## config.mk

```make
export PLATFORM = sky130hd
export DESIGN_NAME = pws_phase_pick
export DESIGN_NICKNAME = d
export VERILOG_FILES = /design/src/rtl/pws_pkg.sv /design/src/rtl/pws_run_len.sv /design/src/rtl/pws_wrap_merge.sv /design/src/rtl/pws_pick.sv /design/src/rtl/pws_phase_pick.sv
export SDC_FILE = /design/constraint.sdc
export NUM_CORES = 1
export LEC_CHECK = 0
export BUFFER_PORTS_ARGS = -buffer_cell sky130_fd_sc_hd__buf_2
export CAP_MARGIN = 40
export CORE_MARGIN = 3
export CORE_UTILIZATION = 55
export CTS_BUF_LIST = sky130_fd_sc_hd__clkbuf_4
export DETAILED_ROUTE_END_ITERATION = 12
export PLACE_DENSITY = 0.81
export SLEW_MARGIN = 10
export SYNTH_ARGS = -nofsm -noshare
export SYNTH_HDL_FRONTEND = slang
export SYNTH_SLANG_ARGS = --single-unit
```

## constraint.sdc

```tcl
create_clock -name clk -period 29.7 [get_ports clk]
set_input_delay 2.97 -clock clk [delete_from_list [all_inputs] [get_ports clk]]
set_output_delay 2.97 -clock clk [all_outputs]
set_load 0.02 [all_outputs]
```

## src/rtl/pws_pkg.sv

```systemverilog
// Shared helpers for the circular pass-window phase selector.
// Assumes window lengths fit in 32 bits (always true for small phase counts).
package pws_pkg;

    // Offset into a window of length len: floor(3*len/4), less one when nonzero.
    function automatic int unsigned tq_offset(input int unsigned len);
        int unsigned o;
        o = (len * 3) / 4;
        if (o != 0) o = o - 1;
        return o;
    endfunction

endpackage

```

## src/rtl/pws_run_len.sv

```systemverilog
// Linear run finder: flags each phase that opens a window (no wrap considered)
// and measures the run of passing phases from that phase upward to the top.
// Assumes NPH >= 2. Lengths are only meaningful where is_start is set.
module pws_run_len #(
    parameter int NPH   = 16,
    parameter int LEN_W = 5
) (
    input  logic [NPH-1:0]            mask,
    output logic [NPH-1:0]            is_start,
    output logic [NPH-1:0][LEN_W-1:0] run_len
);

    for (genvar p = 0; p < NPH; p++) begin : g_ph
        logic [LEN_W-1:0] cnt;

        if (p == 0) begin : g_first
            assign is_start[p] = mask[0];
        end else begin : g_rest
            assign is_start[p] = mask[p] & ~mask[p-1];
        end

        // Count consecutive passing phases from p upward until the first fail.
        always_comb begin
            logic run;
            run = 1'b1;
            cnt = '0;
            for (int q = p; q < NPH; q++) begin
                run = run & mask[q];
                cnt = cnt + LEN_W'(run);
            end
        end

        assign run_len[p] = cnt;
    end

endmodule

```

## src/rtl/pws_wrap_merge.sv

```systemverilog
// Wrap merge: when the ring is broken somewhere and both the bottom and top
// phases pass, folds the window at phase 0 onto the window reaching the top
// phase, which keeps its own start position. Assumes inputs from pws_run_len.
module pws_wrap_merge #(
    parameter int NPH     = 16,
    parameter int PHASE_W = 4,
    parameter int LEN_W   = 5
) (
    input  logic [NPH-1:0]            mask,
    input  logic [NPH-1:0]            is_start,
    input  logic [NPH-1:0][LEN_W-1:0] run_len,
    output logic [NPH-1:0][LEN_W-1:0] eff_len
);

    logic               wrap;
    logic [PHASE_W-1:0] last_start;

    // Locate the start of the highest window and fold the bottom window into it.
    always_comb begin
        wrap       = mask[0] & mask[NPH-1] & ~(&mask);
        last_start = '0;
        for (int p = 0; p < NPH; p++) begin
            if (is_start[p]) last_start = PHASE_W'(p);
        end
        eff_len = run_len;
        if (wrap) begin
            eff_len[last_start] = run_len[last_start] + run_len[0];
            eff_len[0]          = '0;
        end
    end

endmodule

```

## src/rtl/pws_pick.sv

```systemverilog
// Window picker: keeps the longest window (lowest start on ties) and returns
// the phase three quarters of the way in, modulo the ring size.
// Assumes NPH == 2**PHASE_W so the phase adder wraps naturally.
module pws_pick #(
    parameter int NPH     = 16,
    parameter int PHASE_W = 4,
    parameter int LEN_W   = 5
) (
    input  logic [NPH-1:0]            is_start,
    input  logic [NPH-1:0][LEN_W-1:0] eff_len,
    output logic [PHASE_W-1:0]        phase,
    output logic                      empty
);

    logic [LEN_W-1:0]   best_len;
    logic [PHASE_W-1:0] best_start;
    logic [PHASE_W-1:0] off;

    // Strict-greater scan in ascending start order keeps the first of equals.
    always_comb begin
        best_len   = '0;
        best_start = '0;
        for (int p = 0; p < NPH; p++) begin
            if (is_start[p] && (eff_len[p] > best_len)) begin
                best_len   = eff_len[p];
                best_start = PHASE_W'(p);
            end
        end
    end

    // Biased offset and wrapped phase of the chosen window.
    always_comb begin
        off   = PHASE_W'(pws_pkg::tq_offset(32'(best_len)));
        phase = best_start + off;
        empty = (best_len == '0);
    end

endmodule

```

## src/rtl/pws_phase_pick.sv

```systemverilog
// Circular pass-window phase selector, top level. Samples the pass mask on a
// start strobe and registers the selected phase with valid and error flags,
// holding them until the next strobe. Synchronous active-low reset.
module pws_phase_pick #(
    parameter int PHASE_W = 4
) (
    input  logic                       clk,
    input  logic                       rst_n,
    input  logic                       start_i,
    input  logic [(1<<PHASE_W)-1:0]    mask_i,
    output logic [PHASE_W-1:0]         phase_o,
    output logic                       valid_o,
    output logic                       err_o
);

    localparam int NPH   = 1 << PHASE_W;
    localparam int LEN_W = PHASE_W + 1;

    logic [NPH-1:0]            is_start;
    logic [NPH-1:0][LEN_W-1:0] run_len;
    logic [NPH-1:0][LEN_W-1:0] eff_len;
    logic [PHASE_W-1:0]        phase_c;
    logic                      empty_c;

    pws_run_len #(.NPH(NPH), .LEN_W(LEN_W)) u_runs (
        .mask     (mask_i),
        .is_start (is_start),
        .run_len  (run_len)
    );

    pws_wrap_merge #(.NPH(NPH), .PHASE_W(PHASE_W), .LEN_W(LEN_W)) u_merge (
        .mask     (mask_i),
        .is_start (is_start),
        .run_len  (run_len),
        .eff_len  (eff_len)
    );

    pws_pick #(.NPH(NPH), .PHASE_W(PHASE_W), .LEN_W(LEN_W)) u_pick (
        .is_start (is_start),
        .eff_len  (eff_len),
        .phase    (phase_c),
        .empty    (empty_c)
    );

    // Result register: loads on the strobe, otherwise holds.
    always_ff @(posedge clk) begin
        if (!rst_n) begin
            phase_o <= '0;
            valid_o <= 1'b0;
            err_o   <= 1'b0;
        end else if (start_i) begin
            phase_o <= empty_c ? '0 : phase_c;
            valid_o <= ~empty_c;
            err_o   <= empty_c;
        end
    end

endmodule

```

==> reports/qor.txt <==
Outcome: finished, violations left
Failing checks: negative setup slack
Final Hold Fails: 0
Overall global routing resource usage: 0.323
Met1 Wirelength: 13.7 mm
WP buf/inv: 22
Highest Clock Rate: 0.0335 GHz
Core Box Area: 16900 µm²
Final Util: 0.736
Num CTS Buffers: 3
CP required: 29.83 ns
HPWL Detailed: 26.3 mm
Die X: 138 µm
Clock Latency Late Sink: 0.24 ns
Critical Path Source Type: input pin
DR iter-0 viols: 1229
Post-synth top area cell: fa_1
Worst vdd ir: 0.250 mV
Top cells by area, synth: fa_1 (15%), ha_1 (12%), nand2_1 (6.9%), inv_1 (5.6%), mux2i_1 (4.9%)
Total number of vias: 11000
Synth Flop Type: dfxtp_1
Sw frac: 0.506
H-Tree Depth: 1
Root Buffer: clkbuf_4
Vias in the first global route: 10200
DRT Pass-1 Iters: 6
Final nets: 1685
IO Pins: 25
Mapped Avg Cell Area: 7.22 µm²
Antenna Nets Post-Route: 0
CP most frequent cell: inv_2
CP max stage delay: 0.51 ns
CP Class: in -> reg
CTS Hold Buffers Added: 0
Clock Power Share: 0.006
Syn Nets: 1522
Top Layer Used: met5
DRC errors left: 0
Number of port buffers: 24
Crit share post-route: 1.00
CP Max Fanout: 8
Synth warn: 0
Internal cell power: 0.000649 W
Critical path capture point type: flop
EDFF count, synth: 0
Min Tclk post-route: 29.85 ns
Row count: 47
Seq/Total Area, Yosys: 0.0125
Synthesized cell area: 9640 µm²
Placer Congestion: 1.03
Psw: 0.000665 W
Combinational power share: 0.984
Worst Tran Pin Value: 0.930 ns
TritonCTS clock tree: yes
GRT overflow: 0
CP Data Arrival Time: 29.97 ns
CTS Sinks: 6
RSZ-0062 raised after global routing: true
Final setup violation count: 1
Post-Synthesis Cells: 1335
Slew Limit Headroom: 0.378
Initial Util: 0.571
Critical Path Slowest Stage Cell: fa_1
Final Max Tran Viols: 0
Synth cell types: 99
DR WL/cell: 20.1 µm
HP Class: reg -> reg
Post-synth ARST share: 0
Power density over cell area: 106 nW/µm²
First-pass GRT wire length: 52.0 mm
Routed Wire Length: 34.4 mm
P_leak: 5.82 nW
Initial antenna violation count: 1
DR vias/cell: 6.39
Setup WS post-layout: -0.148 ns
DP Worst Slack: -1.12 ns
Post-synth top area share: 0.150
Number of diodes: 0
Max-Cap Viols: 0
Seq pwr share: 0.010
Synthesis-stage register bit count: 6
Clock Skew: 0 ns
Share of cells above drive strength 1: 0.313
Layout overhead on the synthesized area: 28.8%
Die area: 19100 µm²
Pin count of the biggest net entering global routing: 22
Worst-path clk slew: 0.05 ns
WL met2: 15.6 mm
Delay-heaviest family, CP: compound AO/OA/AOI/OAI gates
Die Y: 138 µm
Met3 Wirelength: 3.82 mm
Clock buffer depth: 2
[flip-flops by register name, summed over array words and instances, names as in the netlist]
signal   count
err_o        1
phase_o      4
valid_o      1
[through the flow]
step	instances	instance area, µm²	hold WS (ns)	setup TNS [ns]	total power [W]
final	1716	12400	0.478	-0.148	0.00131
after global routing	1716	12400	0.523	-3.78	0.00142
after CTS	1658	11400	0.482	0	0.00108
after detailed placement	1628	11000	0.472	-2.65	0.000976
after global placement	1628	11000	0.474	-0.310	0.000947
after floorplan	1335	10200	0.562	-0.117	0.000769
[routing by layer]
| layer | global-route usage | up-vias |
|---|---|---|
| met2 | 0.524 | 662 |
| met3 | 0.0725 | 131 |
| li1 | - | 5061 |
| met5 | 0 | - |
| met4 | 0.0770 | 2 |
| met1 | 0.439 | 5113 |
[power by group through the flow]
stage	Combinational [W]	Sequential (W)	Clock, W
2_1_floorplan	0.000752	0.0000166	0
3_3_place_gp	0.000934	0.0000135	0
3_5_place_dp	0.000962	0.0000135	0
4_1_cts	0.00106	0.0000134	0.00000781
5_1_grt	0.00140	0.0000138	0.00000813
6_report	0.00129	0.0000134	0.00000743
[area by class of cell]
class,instances,area (µm²)
multi-input cells,1136,9850
fillers,1227,4460
repair buffers,206,1580
inverters,145,569
well taps,220,275
flip-flops and latches,6,120
clock buffers,3,22.5
[placed cells by master, fill, tap and decap left out, drive strengths merged, types with 28 or more instances in the layout]
cell type / instances
fa: 72
nand3: 35
xnor2: 33
mux2: 28
mux2i: 49
inv: 144
ha: 96
nand2: 179
a21oi: 78
buf: 206
nor2: 124
o21ai: 89
[final timing paths]
path,slack (ns),from,endpoint,cells past startpoint
worst min register to register,0.48,valid_o,valid_o,2
worst max-delay path,-0.15,mask_i[5],phase_o[3],141
worst min-delay path,0.48,valid_o,valid_o,2
worst max register to register,29.05,phase_o[2],phase_o[2],2
[timing repair]
item                       CTS  global route
cloned                       0             0
setup endpoints to repair    4             4
pin swaps                   31           104
buffers inserted            27            58
gates resized for setup     33           141
hold endpoints to repair     0             0
[worst min-delay path: stages, from the launching register on]
cell and delay (ns):
dfxtp_1 0.31, a21oi_1 0.06, nor2_1 0.07
[synth_stat cells (5+ instances only)]
| master | n |
|---|---|
| o31a_1 | 6 |
| a211oi_1 | 13 |
| clkbuf_1 | 35 |
| and3_1 | 19 |
| a22oi_1 | 7 |
| buf_2 | 5 |
| a41oi_1 | 5 |
| mux2i_1 | 47 |
| o21ai_1 | 5 |
| o21ai_0 | 81 |
| xor2_1 | 15 |
| ha_1 | 96 |
| o211ai_1 | 21 |
| mux2_2 | 20 |
| nand4_1 | 16 |
| nor3_1 | 16 |
| a21o_1 | 22 |
| nand3_1 | 34 |
| mux2_4 | 5 |
| nor2b_1 | 17 |
| nand2_1 | 177 |
| nor2_1 | 123 |
| a21oi_1 | 75 |
| inv_1 | 144 |
| nand2b_1 | 24 |
| dfxtp_1 | 6 |
| fa_1 | 72 |
| or2_2 | 9 |
| o21a_1 | 13 |
| o21bai_1 | 5 |
| buf_6 | 5 |
| a31oi_1 | 22 |
| and2_1 | 12 |
| xnor2_1 | 32 |
[cell families after synthesis]
| logic type | Yosys count | share of synthesized area |
|---|---|---|
| multiplexers | 77 | 0.0872 |
| flip-flops | 6 | 0.0125 |
| AND/OR/NAND/NOR | 480 | 0.237 |
| XOR/XNOR | 48 | 0.0444 |
| AO/OA/AOI/OAI | 357 | 0.257 |
| adder cells (fa/ha/maj) | 174 | 0.281 |
| buffers and inverters | 193 | 0.0805 |
No activity file was read; power rests on OpenSTA's default activity.
